## src/rtl/crc8_byte_lut.sv

```systemverilog
module crc8_byte_lut #(
  parameter int          W    = 8,
  parameter logic [W-1:0] FB  = 8'h8C,
  parameter logic [W-1:0] INIT = '0
) (
  input  logic         clk,
  input  logic         clr,
  input  logic [W-1:0] din,
  input  logic         din_vld,
  output logic [W-1:0] crc,
  output logic         crc_zero
);
  localparam int N = 1 << W;

  function automatic logic [W-1:0] remainder(input logic [W-1:0] k);
    logic [W-1:0] r;
    logic         f;
    r = '0;
    for (int b = 0; b < W; b++) begin
      f = r[0] ^ k[b];
      r = r >> 1;
      if (f) r = r ^ FB;
    end
    return r;
  endfunction

  logic [W-1:0] lut [N];
  logic [W-1:0] crc_q;

  for (genvar i = 0; i < N; i++) begin : g_lut
    assign lut[i] = remainder(W'(i));
  end

  always_ff @(posedge clk) begin
    if (clr)          crc_q <= INIT;
    else if (din_vld) crc_q <= lut[crc_q ^ din];
  end

  assign crc      = crc_q;
  assign crc_zero = (crc_q == '0);

  AST_CLEAR_WINS: assert property (@(posedge clk) $past(clr) |-> crc_q == INIT);
  AST_HOLD_IDLE: assert property (@(posedge clk) disable iff (clr) !din_vld |=> $stable(crc_q));
  AST_SELF_RESIDUE: assert property (@(posedge clk) disable iff (clr) (din_vld && din == crc_q) |=> crc_zero);
  AST_FLAG_AFTER_CLR: assert property (@(posedge clk) $past(clr) |-> crc_zero);
endmodule

```

## config.mk

```make
export PLATFORM = sky130hd
export DESIGN_NAME = crc8_byte_lut
export DESIGN_NICKNAME = d
export VERILOG_FILES = /design/src/rtl/crc8_byte_lut.sv
export SDC_FILE = /design/constraint.sdc
export NUM_CORES = 1
export LEC_CHECK = 0
export BUFFER_PORTS_ARGS = -buffer_cell sky130_fd_sc_hd__buf_2
export CORE_MARGIN = 2
export CORE_UTILIZATION = 23
export CTS_BUF_LIST = sky130_fd_sc_hd__clkbuf_16
export CTS_CLUSTER_SIZE = 14
export DETAILED_ROUTE_END_ITERATION = 8
export PLACE_DENSITY_LB_ADDON = 0.1
export SYNTH_ARGS = -nofsm -noshare
export SYNTH_HDL_FRONTEND = slang
export SYNTH_SLANG_ARGS = --single-unit
```

## constraint.sdc

```tcl
create_clock -name clk -period 2.4 [get_ports clk]
set_input_delay 0.48 -clock clk [delete_from_list [all_inputs] [get_ports clk]]
set_output_delay 0.48 -clock clk [all_outputs]
set_load 0.005 [all_outputs]
```

# --- Yosys cells after proc, flatten, opt, wreduce, memory -nomap -nowiden ---
# Memory sizes are Yosys's and may differ from the RTL's. A register that Yosys moved wholly into a read port is not among the register bits.
# Cells that the tools add are included.
word_totals:
  register_bits: 0
  latchBits: 0
  mem_bits_rw: 0
  mem_bits_ro: 2048
  out_inout_bits: 9
  memories: 1
op_classes:
  addsub: 0
  mul: 0
  div: 0
  magnitude_cmp: 0
  eq_ne: 0
  n_shift: 0
  mux: 0
  n_bitwise: 2
  reduce_logical: 1
memory_table:
  columns: ["name", "words", "width", "rd", "rd_ports_with_merged_regs", "wr", "line", "source"]
  rows:
  - ["(name not given)", 256, 8, 1, 1, 0, "36", "else if (din_vld) crc_q <= lut[crc_q ^ din];"]
ops:
  columns: ["operator", "count"]
  rows:
  - ["$not A8 Y9", 1]
  - ["$logic_not A8 Y1", 1]
  - ["$xor A8 B8 Y8", 1]

# --- Depth between registers and ports, before layout ---
# Gate-level depths: netlist (run 1).
depth:
  depth_word: 2
  mapped_depth: 4
  mapped_depth_nobuf: 4

# --- Worst setup path after synthesis (run 1) ---
# Ideal clock, no wire load.
synth_path:
  path_kind: "input to register"
  startpoint: "input din[1]"
  endpoint: "register crc_q[2] (netlist: crc[2])"
  setup_time_ns: 0.079
  arrival_time_ns: 1.806
  required_ns: 2.321
  slack_ns: 0.515
  cell_stages: 4
  path_buffers: 0
  cell_sequence: "xnor2_1 > xor3_2 > xor3_1 > a211oi_2"
synth_via:
  elab_chain_len: 2
synth_rtl:
  columns: ["item", "line", "source"]
  rows:
  - ["from (decl)", "8", "input logic [W-1:0] din,"]
  - ["$xor A8 B8 Y8", "36", null]
  - ["$not A8 Y9 (implied by the code)", "36", null]
  - ["to (decl)", "28", "logic [W-1:0] crc_q;"]
# Every way passes these cells.

# --- Worst setup path in the final report (run 1) ---
layout_path:
  startpoint: "register crc_q[4] (netlist: crc[4])"
  endpoint: "output crc_zero"
layout_via:
  elab_chain_len: 1
layout_rtl:
  columns: ["item", "line", "source"]
  rows:
  - ["$logic_not A8 Y1", "40", "assign crc_zero = (crc_q == '0);"]
  - ["to (decl)", "11", "output logic crc_zero"]
# Every way passes these cells.

==> impl_results.md, run 1 <==
* CP Data Required Time at 1920 ps
* Initial antenna violation count at 0
* Gp weighted congestion at between 0.6 and 0.7
* Mux cell area share after synthesis at 0%
* H-tree levels at 1
* Detailed Route WL at 1227 um
* Net count, final at 84
* Leak at around 0.34 nW
* Final Core Density at 32.66%
* RSZ-0062 raised after global routing: no
* CTS tree: done
* Max FFs per register at 8
* Clock transition at the registers of the reported paths at approximately 40 ps
* CP peak stage delay at 650 ps
* Post-route DRC at 0
* Worst path bufs/invs at 1
* Deepest clock path buffer count at 2
* Combinational family with the most area after synthesis: XOR/XNOR gates
* Kind of critical path: register to primary output
* CTS Buf Count at 3
* Mapped Area at 566.8 sq um
* XOR/XNOR Fraction of Synth Area at 42.83%
* Worst IR Drop VDD at approximately 0.00059 V
* Gates resized, CTS repair at 0
* Number of nets with antenna violations after routing at 0
* Prevailing post-synth register cell: dfxtp_1
* Post-synthesis average cell area at 11.11 sq um
* Chip width at between 50 and 60 um
* Period minus WS final at 1895 ps
* Share of cells above drive strength 1 at 39.44%
* Maximum clock frequency at approximately 530 MHz
* Avg WL per Cell at between 10 and 15 um
* Slowest CP cell: or4_2
* Ant. Diodes at 0
* Pwr/cell area at 1476 nW/um^2
* Crit. Startpoint: crc[4]
* Relative slew slack at 79.63%
* Post-synth EDFFs at 0
* DRT Pass-1 Iters at 2
* Final Hold Vio Count at 0
* Total GRT Usage at 10.39%
* Skew final at 0.4498 ps
* First DRT Iteration DRCs at 1
* Slew @ Worst Pin at 303.4 ps
* Clk sinks at 8
* Worst min-delay path class: register to register
* Yosys cell types at 18
* Postcts setup bufs at 0
* Vias in the first global route at ~390
* Die footprint at 2877 sq um
* Asr flop ratio synth at 0%
* Syn-to-layout area delta at 31.13%
* FP Rows at 17
* Largest net degree at the start of global routing at 17
* CP Launch Type: register
* Synth Warn # at 0
* Status: completed
* Via count at 419
* Synth Area in Adders at 0%
* CTS root buf: clkbuf_16
* # IOs at 20
* Yosys reg bits at 8
* Max-Cap Viols at 0
* Crit end category: primary output
* Fin cells at 99
* Port Buffers at 19
* Die height at 53.64 um
* Cell count after placement at 96
* Starting density of the core at 24.90%
* Mapped Cells at slightly above 50
* Final Cycle Share at 78.96%
* Hold_sp: crc[1]
* R2r startpoint: crc[4]
* Setup TNS Final at 0 ps
* Simple-gate share of the synthesized area at 9.934%
* Max-slew violations at 0
* Vias/cell at 4.232
* Grt ovf at 0
* CP arrival at approximately 1400 ps
* Worst path cell trace: or4_2 > nor2_1 > buf_2
* Net count after synthesis at 62
* Number of setup violations in the final report at 0
* Crit path max fanout at 4
* Hold Slack at 516.4 ps
* Worst skew pair latency at 230 ps
* Compound-gate portion of the synthesized area at 12.58%
* Global-route wire length before repair at 1973 um
* Crit path max-delay family: simple AND/OR/NAND/NOR gates
* CORE AREA at 2276 sq um
* Design Power at 1.097 mW
* Seq/Total Area, Yosys at between 20% and 30%
* Cts hold-fix bufs at 0
[layout make-up]
type | instances | area [sq um]
Timing Repair Buffer | 20 | 102.6
Clock buffer | 3 | 75.07
Tap cell | 28 | 35.03
Fill cell | 238 | 1533
Multi-Input combinational cell | 40 | 370.4
Sequential cell | 8 | 160.2
[cells by family (layout without fill, tap and decap cells)]
family	count (synthesis)	count (layout)
compound gates	9	9
xor+xnor	19	19
buf+inv	3	23
flops	8	8
simple gates	12	12
[cells in the mapped netlist, types with 2 or more instances]
| cell | count | area, sq um |
|---|---|---|
| xnor2_1 | 13 | 113.9 |
| dfxtp_1 | 8 | 160.2 |
| a211oi_1 | 6 | 45.04 |
| xnor3_1 | 2 | 45.04 |
| nor2_1 | 9 | 33.78 |
[per-stage QoR]
stage	setup slack, ps	instance area [sq um]
after floorplan	514.8	566.8
after CTS	495.4	743.2
after global placement	359.4	668.1
final	505.0	743.2
after detailed placement	321.5	668.1
after global routing	419.5	743.2
[worst min-delay path, delay by kind of cell, from the launching register on]
kind	cells	cell delay (ps)
AOI/OAI and AO/OA	1	50
DFF	1	330
and+or+nand+nor	1	90
[routing by layer]
layer,share of wire [%],up-vias,GRT usage (%)
met4,0.90,0,3.846
met3,7.6,2,5.833
met2,46,14,15.84
li1,-,217,-
met5,0,-,0
met1,45,186,12.10
[placed cells by master (no fill, tap or decap)]
master | Yosys | final
or4_1 | 1 | 1
dfxtp_1 | 8 | 8
a211oi_2 | 1 | 1
xnor3_1 | 2 | 2
xnor3_4 | 1 | 1
xor2_1 | 1 | 1
xor3_2 | 1 | 1
buf_4 | 0 | 1
a31o_2 | 1 | 1
a211oi_1 | 6 | 6
buf_2 | 0 | 19
xnor2_1 | 13 | 13
xor3_1 | 1 | 1
nand2b_1 | 1 | 1
nor2_1 | 9 | 9
or4_2 | 1 | 1
a21oi_1 | 1 | 1
clkbuf_16 | 0 | 3
[where the power goes]
part           leakage [nW]  total [mW]  switching, mW  internal, mW
clock network        0.0370       0.281         0.0661         0.215
registers            0.0665       0.237         0.0558         0.181
logic                 0.236       0.579          0.217         0.363
total                 0.340        1.10          0.339         0.759
[worst paths after layout]
path	to	slack, ps	cells after the start
hold / removal	crc[1]	520	2
setup reg to reg	crc[2]	560	4
hold reg to reg	crc[1]	520	2
setup / recovery	crc_zero	510	3
(Power assumes the default switching activity.)
==> run 2: changes to the inputs <==
- ABC_AREA: unset -> 1
- clock period: 2.4 -> 1.6 ns (I/O delays scaled with it)
==> impl_results.md, run 2 <==
* Gp weighted congestion at ~0.74
* Most common cell in the netlist: nand2_1
* Prevailing post-synth register cell: dfxtp_1
* Skew final at 1.178 ps
* Seq/Total Area, Yosys at 24.90%
* R2R depth at 5
* Most frequent cells in the layout: nand2_1 (20), buf_2 (19), inv_1 (13), nand3_1 (10), dfxtp_1 (8)
* Net count, final at 129
* Slew @ Worst Pin at 381.7 ps
* Hold_sp: clr
* Worst skew pair latency at 230 ps
* Final instance area at between 800 and 900 sq um
* Hold depth at 4
* Worst IR Drop VDD at 0.0006505 V
* Kind of critical path: register to primary output
* Crit path max-delay family: simple AND/OR/NAND/NOR gates
* Chip width at 56.88 um
* RR Endpoint: crc[5]
* Pre-CTS setup slack at roughly 83 ps
* CP Data Required Time at 1280 ps
* Die height at 56.88 um
* Cell count after placement at ~140
* Commonest non-fill, non-tap cell in the layout: nand2_1
* Multi-input gate area at 416.7 sq um
* CP Launch Type: register
* CTS tree: done
* Final setup margin at between 15 and 20 ps
* Leak at approximately 0.47 nW
* Yosys reg bits at 8
* Deepest clock path buffer count at 2
* DRT Pass-1 Iters at 4
* Mapped Area at 643.1 sq um
* Ant. Diodes at 0
* Cts hold-fix bufs at 0
* First DRT Iteration DRCs at 25
* Post-detail-place hpwl at around 1300 um
* Synth Area in Adders at 0%
* Crit end category: primary output
* Reg power frac at between 20% and 30%
* Final Cycle Share at between 90% and 100%
* Vias in the first global route at approximately 580
* R2R setup slack at 200 ps
* CTS Buf Count at 3
* Pwr/cell area at 1394 nW/um^2
* Synth Warn # at 0
* Postcts setup bufs at 0
* Mapped Cells at 91
* FP Rows at 19
* Combinational family with the most area after synthesis: XOR/XNOR gates
* Worst path cell trace: or4_4 > nor2_2 > buf_2
* Share of cells above drive strength 1 at 31.90%
* Via count at 625
* CP arrival at 1260 ps
* Status: completed
* Post-synth EDFFs at 0
* Number of setup violations in the final report at 0
* Max-Cap Viols at 0
* Number of nets with antenna violations after routing at 0
* CP peak stage delay at 530 ps
* Logic pwr share at 42.5%
* Crit path max fanout at 2
* Yosys top cell area share at approximately a quarter
* Worst min-delay path class: input port to register
* FF+latch area at 160.2 sq um
* Fillers at 320
* Fin cells at 147
* Relative slew slack at between 70% and 80%
* Net count after synthesis at 102
* Final Hold Vio Count at 0
* Post-route DRC at 0
* Synth top cells by count: nand2_1 (20), inv_1 (13), nand3_1 (10)
* Die footprint at between 3000 and 4000 sq um
* H-tree levels at 1
* Max-slew violations at 0
* Worst path bufs/invs at 1
* Area contributors post-synth: dfxtp_1 (25%), nand2_1 (12%), xor2_1 (9.5%), nand3_1 (7.8%), inv_1 (7.6%)
* Largest net degree at the start of global routing at 12
* Compound-gate portion of the synthesized area at 10.51%
* Starting density of the core at 23.73%
* Sw Pwr at between 400 and 500 uW
* Clock transition at the registers of the reported paths at 40 ps
* Design Power at 1.221 mW
* Period minus WS final at 1583 ps
* Grt ovf at 0
* Mux cell area share after synthesis at 0%
* Total GRT Usage at 10.90%
* Initial antenna violation count at 0
* Area of placed instances at 795.8 sq um
* Maximum clock frequency at 631.6 MHz
* R2r startpoint: crc[2]
* Synth area leader: dfxtp_1
* # IOs at 20
* RSZ-0062 raised after global routing: yes
* CTS root buf: clkbuf_16
* Simple-gate share of the synthesized area at ~25%
* Clock share of power at a little over a third
* Port Buffers at 19
* Power Internal at about 800 uW
* Vias/cell at 4.252
* Avg WL per Cell at between 10 and 15 um
* XOR/XNOR Fraction of Synth Area at 28.99%
* Yosys cell types at 18
* Post-synthesis average cell area at 7.067 sq um
* Slowest CP cell: or4_4
* Max FFs per register at 8
* Clk sinks at 8
* CORE AREA at 2710 sq um
* Syn-to-layout area delta at 36.19%
* Detailed Route WL at 1527 um
* Switching Share at 34.47%
* Asr flop ratio synth at 0%
* Final Core Density at 32.32%
* Global-route wire length before repair at 2649 um
* Hold Path End: crc[2]
-- run 2: cell types whose count changed after synthesis, sizes merged, moves of 6 or more --
cell / before / now
nor2: 9 / 3
inv: 0 / 16
o21ai: 0 / 6
nand2: 0 / 21
a211oi: 7 / 0
xor2: 1 / 9
nand3: 0 / 10
-- run 2: area by class of cell --
cell class,instances,share of cell area (%)
clock buffers,3,8.571
inverters,16,6.857
multi-input cells,66,47.57
flip-flops and latches,8,18.29
well taps,31,4.429
repair buffers,23,14.29
-- run 2: worst max-delay path by stage --
stage,start,end,slack [ps],depth (start not counted)
final,crc[5],crc_zero,20,3
after global routing,crc[5],crc_zero,-20,3
after detailed placement,crc[7],crc_zero,80,3
after floorplan,crc[5],crc_zero,190,2
after CTS,crc[7],crc_zero,-20,3
after global placement,crc[7],crc_zero,100,3
-- run 2: stage by stage --
stage	hold WS (ps)	setup TNS, ps
final	407.5	0
after global routing	457.4	-16.94
after CTS	416.1	-22.86
after detailed placement	578.3	0
after global placement	573.3	0
after floorplan	468.1	0
-- run 2: kinds of logic after synthesis --
family | Yosys count
compound gates | 13
xor+xnor | 17
buf+inv | 17
flops | 8
simple gates | 36
-- run 2: worst register-to-register path: cells and delay by family, from the launching register on --
kind	cells	cell delay (ps)
flops	1	300
xor+xnor	3	770
compound gates	1	80
buf+inv	1	140
-- run 2: power groups by stage --
stage / Combinational (mW) / Sequential (mW) / Clock, mW
6_report: 0.519 / 0.269 / 0.433
5_1_grt: 0.587 / 0.275 / 0.443
4_1_cts: 0.526 / 0.270 / 0.434
3_5_place_dp: 0.516 / 0.272 / 0
3_3_place_gp: 0.521 / 0.270 / 0
2_1_floorplan: 0.353 / 0.284 / 0
-- run 2: metal layers --
metal	global-route usage [%]	vias up	share of wire (%)
met3	3.456	4	4.1
met1	13.89	277	48
met5	0	-	0
met2	16.58	10	46
li1	-	334	-
met4	4.983	0	1.8
-- run 2: repair_timing --
item	in CTS	in global routing
pin swaps	1	2
resized for setup	1	1
setup endpoints to repair	1	1
hold endpoints to repair	0	0
